### src/rtl/uid_pkg.sv
package uid_pkg;
  typedef enum logic {
    CT_ARMED = 1'b0,
    CT_WAIT  = 1'b1
  } ct_state_e;

  function automatic int unsigned cnt_width(input int unsigned max_val);
    return (max_val > 1) ? $clog2(max_val + 1) : 1;
  endfunction
endpackage

### src/rtl/uid_idle_timer.sv
module uid_idle_timer #(
  parameter int unsigned IDLE_CYCLES = 100
) (
  input  logic clk_i,
  input  logic rst_ni,
  input  logic line_i,
  output logic idle_o
);
  localparam int unsigned IW = uid_pkg::cnt_width(IDLE_CYCLES);
  localparam logic [IW-1:0] IDLE_MAX = IW'(IDLE_CYCLES);

  logic [IW-1:0] cnt_q;

  always_ff @(posedge clk_i or negedge rst_ni) begin
    if (!rst_ni)                cnt_q <= '0;
    else if (!line_i)           cnt_q <= '0;
    else if (cnt_q != IDLE_MAX) cnt_q <= cnt_q + 1'b1;  // saturate at threshold
  end

  assign idle_o = (cnt_q == IDLE_MAX);
endmodule

### src/rtl/uid_fall_det.sv
module uid_fall_det (
  input  logic clk_i,
  input  logic rst_ni,
  input  logic line_i,
  output logic fall_o
);
  logic prev_q;

  always_ff @(posedge clk_i or negedge rst_ni) begin
    if (!rst_ni) prev_q <= 1'b1;
    else         prev_q <= line_i;
  end

  assign fall_o = prev_q & ~line_i;
endmodule

### src/rtl/uid_char_timer.sv
module uid_char_timer #(
  parameter int unsigned CHAR_CYCLES = 10
) (
  input  logic clk_i,
  input  logic rst_ni,
  input  logic start_i,
  output logic busy_o,
  output logic done_o
);
  import uid_pkg::*;

  localparam int unsigned CW = cnt_width(CHAR_CYCLES);
  localparam logic [CW-1:0] LOAD = CW'(CHAR_CYCLES - 1);

  ct_state_e     state_q;
  logic [CW-1:0] cnt_q;
  logic          done_q;

  always_ff @(posedge clk_i or negedge rst_ni) begin
    if (!rst_ni) begin
      state_q <= CT_ARMED;
      cnt_q   <= '0;
      done_q  <= 1'b0;
    end else begin
      done_q <= 1'b0;
      unique case (state_q)
        CT_ARMED: if (start_i) begin
          state_q <= CT_WAIT;
          cnt_q   <= LOAD;
        end
        CT_WAIT: begin
          if (cnt_q == '0) begin
            state_q <= CT_ARMED;
            done_q  <= 1'b1;
          end else begin
            cnt_q <= cnt_q - 1'b1;
          end
        end
        default: state_q <= CT_ARMED;
      endcase
    end
  end

  assign busy_o = (state_q == CT_WAIT);
  assign done_o = done_q;
endmodule

### src/rtl/uart_idle_byte_det.sv
module uart_idle_byte_det #(
  parameter int unsigned IDLE_CYCLES = 100,
  parameter int unsigned CHAR_CYCLES = 10
) (
  input  logic clk_i,
  input  logic rst_ni,
  input  logic line_i,
  output logic byte_after_idle_o
);
  logic idle;
  logic fall;
  logic busy;
  logic start;

  uid_idle_timer #(.IDLE_CYCLES(IDLE_CYCLES)) idle_tmr_i (
    .clk_i  (clk_i),
    .rst_ni (rst_ni),
    .line_i (line_i),
    .idle_o (idle)
  );

  uid_fall_det fall_det_i (
    .clk_i  (clk_i),
    .rst_ni (rst_ni),
    .line_i (line_i),
    .fall_o (fall)
  );

  // edges during a pending wait are dropped
  assign start = fall & idle & ~busy;

  uid_char_timer #(.CHAR_CYCLES(CHAR_CYCLES)) char_tmr_i (
    .clk_i   (clk_i),
    .rst_ni  (rst_ni),
    .start_i (start),
    .busy_o  (busy),
    .done_o  (byte_after_idle_o)
  );
endmodule

### config.mk
export PLATFORM = sky130hd
export DESIGN_NAME = uart_idle_byte_det
export DESIGN_NICKNAME = d
export VERILOG_FILES = /design/src/rtl/uid_pkg.sv /design/src/rtl/uid_idle_timer.sv /design/src/rtl/uid_fall_det.sv /design/src/rtl/uid_char_timer.sv /design/src/rtl/uart_idle_byte_det.sv
export SDC_FILE = /design/constraint.sdc
export NUM_CORES = 1
export LEC_CHECK = 0
export ABC_AREA = 1
export BUFFER_PORTS_ARGS = -buffer_cell sky130_fd_sc_hd__buf_2
export CAP_MARGIN = 20
export CELL_PAD_IN_SITES_DETAIL_PLACEMENT = 0
export CELL_PAD_IN_SITES_GLOBAL_PLACEMENT = 2
export CORE_AREA = 5 5 54 56
export CTS_CLUSTER_SIZE = 8
export DETAILED_ROUTE_END_ITERATION = 8
export DIE_AREA = 0 0 59 61
export GPL_TIMING_DRIVEN = 0
export PLACE_DENSITY = 0.83
export SETUP_SLACK_MARGIN = 0.02
export SYNTH_ARGS = -nofsm -noshare
export SYNTH_HDL_FRONTEND = slang
export SYNTH_HIERARCHICAL = 1
export SYNTH_SLANG_ARGS = --single-unit
### constraint.sdc
create_clock -name clk_i -period 1.7 [get_ports clk_i]
set_input_delay 0.17 -clock clk_i [delete_from_list [all_inputs] [get_ports clk_i]]
set_output_delay 0.17 -clock clk_i [all_outputs]
set_load 0.01 [all_outputs]
Word level (Yosys, flattened, before mapping):

Index checks and enable logic that the tools add are counted.

* bits in registers: 14
* bits in latches: 0
* RAM bits: 0
* ROM bits: 0
* input bits: 3
* output and inout bits: 1
* logic and storage cells: 29
* memories: 0

* $add $sub $neg: 2
* multipliers: 0
* divide/modulo/power cells: 0
* order comparisons: 0
* equality and inequality tests: 5
* shift-type cells: 0
* muxes and demuxes: 10
* bitwise logic cells: 5
* reduce and logical (&&, ||, !) cells: 2

Operators by type and width (count)
* 2-to-1 mux 7 bit: 2
* 2-to-1 mux 4 bit: 2
* case mux 4 bit (2 select lines): 1
* adder 7 x 1 -> 7 bit, second input constant: 1
* equality test 7 bit, second input constant: 1
* != test 7 bit, second input constant: 1
* logical NOT 4 bit: 1
* 2-to-1 mux 1 bit: 4
* != test 2 x 1 -> 1 bit, second input constant: 2
* subtractor 4 x 1 -> 4 bit, second input constant: 1
* bitwise AND 1 bit: 3
* != test 2 bit, second input constant: 1
* inverter 1 bit: 2
* case mux 1 bit (2 select lines): 1
* AND reduction 2 bit: 1

Logic depth before layout (Yosys ltp):

* word-level depth: 6
* mapped depth: 10
* depth with buffers taken out: 10

Cells and area by module:

The synthesis kept the hierarchy.

Modules (own cells, without submodules)
* uid_idle_timer: times used 1, cells an instance 56, area an instance 439.2 um2, sequential area each 175.2 um2
* uid_char_timer: times used 1, cells an instance 36, area an instance 289.0 um2, sequential area each 150.1 um2
* uid_fall_det: times used 1, cells an instance 3, area an instance 36.3 um2, sequential area each 26.3 um2
* uart_idle_byte_det: times used 1, cells an instance 2, area an instance 10.0 um2, sequential area each 0.0 um2

Worst setup path before layout:

OpenSTA, ideal clock, no wires.

* kind: reg2reg
* from: reg idle_tmr_i.cnt_q[0]
* to: reg char_tmr_i.cnt_q[3]
* setup time: 116 ps
* arrival time: 1259 ps
* required time: 1584 ps
* path slack: 325 ps
* cell stages (with the launch flop): 11
* path buffers: 0
* period minus slack after synthesis: 1375 ps
* cell sequence: dfrtp_1 > inv_1 > ha_1 > nand3_2 > nor2_4 > nand2_1 > nor2_2 > o21ai_2 > inv_2 > nand2_1 > nand2_1

* cells in the longest elaborated chain, start to end: 5

Ends and longest elaborated chain
* start: declaration: RTL line uid_idle_timer.sv:12 `logic [IW-1:0] cnt_q;`
* start signal: assignment: RTL line uid_idle_timer.sv:17 `else if (cnt_q != IDLE_MAX) cnt_q <= cnt_q + 1'b1;`
* equality test 7 bit: RTL line uid_idle_timer.sv:20 `assign idle_o = (cnt_q == IDLE_MAX);`
* named net idle: RTL line uart_idle_byte_det.sv:10 `logic idle;`
* bitwise AND 1 bit (2 in series): RTL line uart_idle_byte_det.sv:30 `assign start = fall & idle & ~busy;`
* named net start: RTL line uart_idle_byte_det.sv:13 `logic start;`
* != test 2 x 1 -> 1 bit (no line)
* AND reduction 2 bit (no line)
* end signal: assignment: RTL line uid_char_timer.sv:36 `cnt_q <= cnt_q - 1'b1;`
* end: declaration: RTL line uid_char_timer.sv:16 `logic [CW-1:0] cnt_q;`

The timed path passes the listed nets, and every way through them passes these cells.
A chain may end at the register's enable or synchronous reset.

Worst setup path after layout:

Ends and elaborated chain as after synthesis.

==> results.sh <==
export IMPL_drv_cap=0
export IMPL_tns_ns=0
export IMPL_hold_ws_ns=0.313
export IMPL_yosysWarnings=6
export IMPL_synthTopCellsByCount="nand2_1, dfrtp_1, inv_1, nand3_1, nor2_1"
export IMPL_synthToLayoutAreaGrowth_pct=14.2
export IMPL_worst_slew_pin_slew_ns=0.330
export IMPL_cts_sinks=14
export IMPL_finalSetupViolCount=0
export IMPL_synth_cells=97
export IMPL_multiInputGateArea_um2=354
export IMPL_synthXorXnorAreaFrac=0.0113
export IMPL_totalPowerFinal_mw=0.636
export IMPL_finalHoldViolCount=0
export IMPL_htree_levels=1
export IMPL_sequentialPowerShare=0.549
export IMPL_grt_overflow=0
export IMPL_drt_first_pass_iters=4
export IMPL_synth_flop_cell="dfrtp_1"
export IMPL_crit_type="reg2reg"
export IMPL_synthDistinctLibCells=20
export IMPL_drive_gt1_frac=0.217
export IMPL_detail_route_wl_per_cell_um=10.3
export IMPL_cts_max_path_buffers=2
export IMPL_grtUsageMet2=0.147
export IMPL_start_kind="flop"
export IMPL_synth_yosys_seq_area_share=0.454
export IMPL_nets=113
export IMPL_synth_fa_ha_area_frac=0.0485
export IMPL_p_clk_frac=0.375
export IMPL_grt_pass1_wl_um=2560
export IMPL_seqCellArea_um2=353
export IMPL_synth_fp_nets=103
export IMPL_fill_cells=256
export IMPL_synth_edff_count=0
export IMPL_cp_required_ns=1.87
export IMPL_die_y_um=61
export IMPL_reg2reg_depth=10
export IMPL_cp_arrival_ns=1.70
export IMPL_path_clk_slew_ns=0.09
export IMPL_internal_power_mw=0.491
export IMPL_synth_mux_area_fraction=0
export IMPL_insertion_delay_ns=0.27
export IMPL_grtUsageTotal=0.0956
export IMPL_synth_compound_area_share=0.0630
export IMPL_leakage_nw=0.439
export IMPL_yosysMostFrequentCell="nand2_1"
export IMPL_gp_congestion=0.715
export IMPL_grt_pass1_vias=572
export IMPL_synth_top_family_by_area="simple AND/OR/NAND/NOR gates"
export IMPL_grt_max_degree=15
export IMPL_antenna_found_initial=0
export IMPL_initial_core_util=0.324
export IMPL_synth_top_cell_area_share=0.420
export IMPL_synth_async_reset_ratio=1.00
export IMPL_dpl_worst_slack_ns=0.109
export IMPL_drc=0
export IMPL_status="finished, final reports clean"
export IMPL_crit_path_end_kind="flop"
export IMPL_ios=4
export IMPL_antenna_left=0
export IMPL_drt_total_wl_um=1400
export IMPL_synth_seq_cells=14
export IMPL_path_max_fanout=7
export IMPL_avgSynthCellArea_um2=7.98
export IMPL_num_rows=18
export IMPL_dr_first_iter_drc_count=19
export IMPL_power_density_mw_per_mm2=719
export IMPL_antennaDiodeCount=0
export IMPL_fin_skew_ns=0.00239
export IMPL_ys_top_cells_by_area="dfrtp_1, nand2_1, nand3_1"
export IMPL_rrSetupSlack_ns=0.17
export IMPL_root_buffer="clkbuf_4"
export IMPL_cts_buffers=3
export IMPL_top_usage_layer="met2"
export IMPL_maxSlewViolCount=0
export IMPL_fin_crit_ns=1.53
export IMPL_p_sw_mw=0.146
export IMPL_power_frac_comb=0.076
export IMPL_portBuffers=3
export IMPL_synthSimpleGateAreaFrac=0.334
export IMPL_dpl_hpwl_um=1030
export IMPL_timing_fmax_ghz=0.652
export IMPL_worst_slack_ns=0.166
export IMPL_ir_drop_mv=0.251
export IMPL_synth_area_leader_cell="dfrtp_1"
export IMPL_maxSlewHeadroom=0.780
export IMPL_rsz0062_at_grt="no"
export IMPL_vias=612
export IMPL_p_sw_frac=0.229
export IMPL_cts_tree="yes"
export IMPL_grtUsageMet1=0.128
export IMPL_fin_crit_sh=0.902
export IMPL_final_core_util=0.371
export IMPL_die_w_um=59
export IMPL_fp_dieArea_mm2=0.00360
export IMPL_syn_area_um2=774
export IMPL_gr_usage_met3=0.0191
export IMPL_hp_class="in2async"
export IMPL_viasPerCell=4.50
export IMPL_design_core_area_mm2=0.00239
## state kept, by name (all words and copies together) (netlist names)
signal	cells
char_tmr_i/busy_o	1
fall_det_i/prev_q	1
idle_tmr_i/cnt_q	7
char_tmr_i/cnt_q	4
char_tmr_i/done_o	1
## worst paths after layout
check,from,endpoint
max,idle_tmr_i/cnt_q[0]$_DFFE_PN0P_,char_tmr_i/cnt_q[3]$_DFFE_PN0P_
min,rst_ni,idle_tmr_i/cnt_q[6]$_DFFE_PN0P_
max reg2reg,idle_tmr_i/cnt_q[0]$_DFFE_PN0P_,char_tmr_i/cnt_q[3]$_DFFE_PN0P_
min reg2reg,char_tmr_i/cnt_q[1]$_DFFE_PN0P_,char_tmr_i/cnt_q[1]$_DFFE_PN0P_
max in group asynchronous,rst_ni,fall_det_i/prev_q$_DFF_PN1_
min in group clk_i,char_tmr_i/cnt_q[1]$_DFFE_PN0P_,char_tmr_i/cnt_q[1]$_DFFE_PN0P_
## placed cells by master, fill, tap and decap left out, drive strengths merged
cell / netlist / final
nand3: 15 / 15
inv: 14 / 14
nand2: 24 / 24
ha: 3 / 3
nand4: 1 / 1
buf: 2 / 5
dfstp: 1 / 1
dlygate4sd3: 0 / 2
or2: 1 / 1
dfrtp: 13 / 13
nor2: 13 / 13
clkbuf: 0 / 4
a21oi: 5 / 5
xnor2: 1 / 1
o21ai: 4 / 4
## layout make-up
class                      count  area share
buffer                         2      0.0184
inverter                      14      0.0594
clock buffer                   4      0.0410
tap                           30      0.0424
timing repair buffer           5      0.0396
sequential                    14       0.399
multi-input combinational     67       0.400
## power groups by stage
stage / clock network [mW] / registers (mW) / logic, mW
after CTS: 0.253 / 0.349 / 0.0476
after detailed placement: 0 / 0.355 / 0.0458
after global placement: 0 / 0.355 / 0.0448
after global routing: 0.265 / 0.351 / 0.0559
final: 0.239 / 0.349 / 0.0483
after floorplan: 0 / 0.354 / 0.0301
## worst max-delay path, stage by stage (launching register included)
cell and delay (ns):
dfrtp_2 0.44, inv_1 0.08, ha_1 0.23, nand3_2 0.10
nor2_4 0.05, nand2_1 0.07, nor2_2 0.04, o21ai_2 0.25
inv_2 0.06, nand2_1 0.06, nand2_1 0.05
## stage by stage
| stage | instances | instance area [um2] |
|---|---|---|
| floorplan | 97 | 774 |
| global placement | 130 | 827 |
| detailed placement | 130 | 827 |
| global route | 136 | 885 |
| CTS | 135 | 873 |
| finish | 136 | 885 |
## per-layer routing
| layer | share of wire | vias to the layer above |
|---|---|---|
| met4 | 0.011 | 0 |
| met2 | 0.45 | 4 |
| met3 | 0.030 | 2 |
| li1 | - | 322 |
| met5 | 0 | - |
| met1 | 0.51 | 284 |
## timing repair
action	CTS	global route
setup endpoints to repair	0	4
hold buffers	1	1
gates resized for setup	0	1
buffers inserted	0	0
endpoints found under the hold margin	13	1
## cell families after synthesis
logic type | after synthesis
AND/OR/NAND/NOR | 54
XOR/XNOR | 1
adder cells (fa/ha/maj) | 3
flip-flops | 14
buffers and inverters | 16
AO/OA/AOI/OAI | 9
No activity file was read; power rests on OpenSTA's default activity.
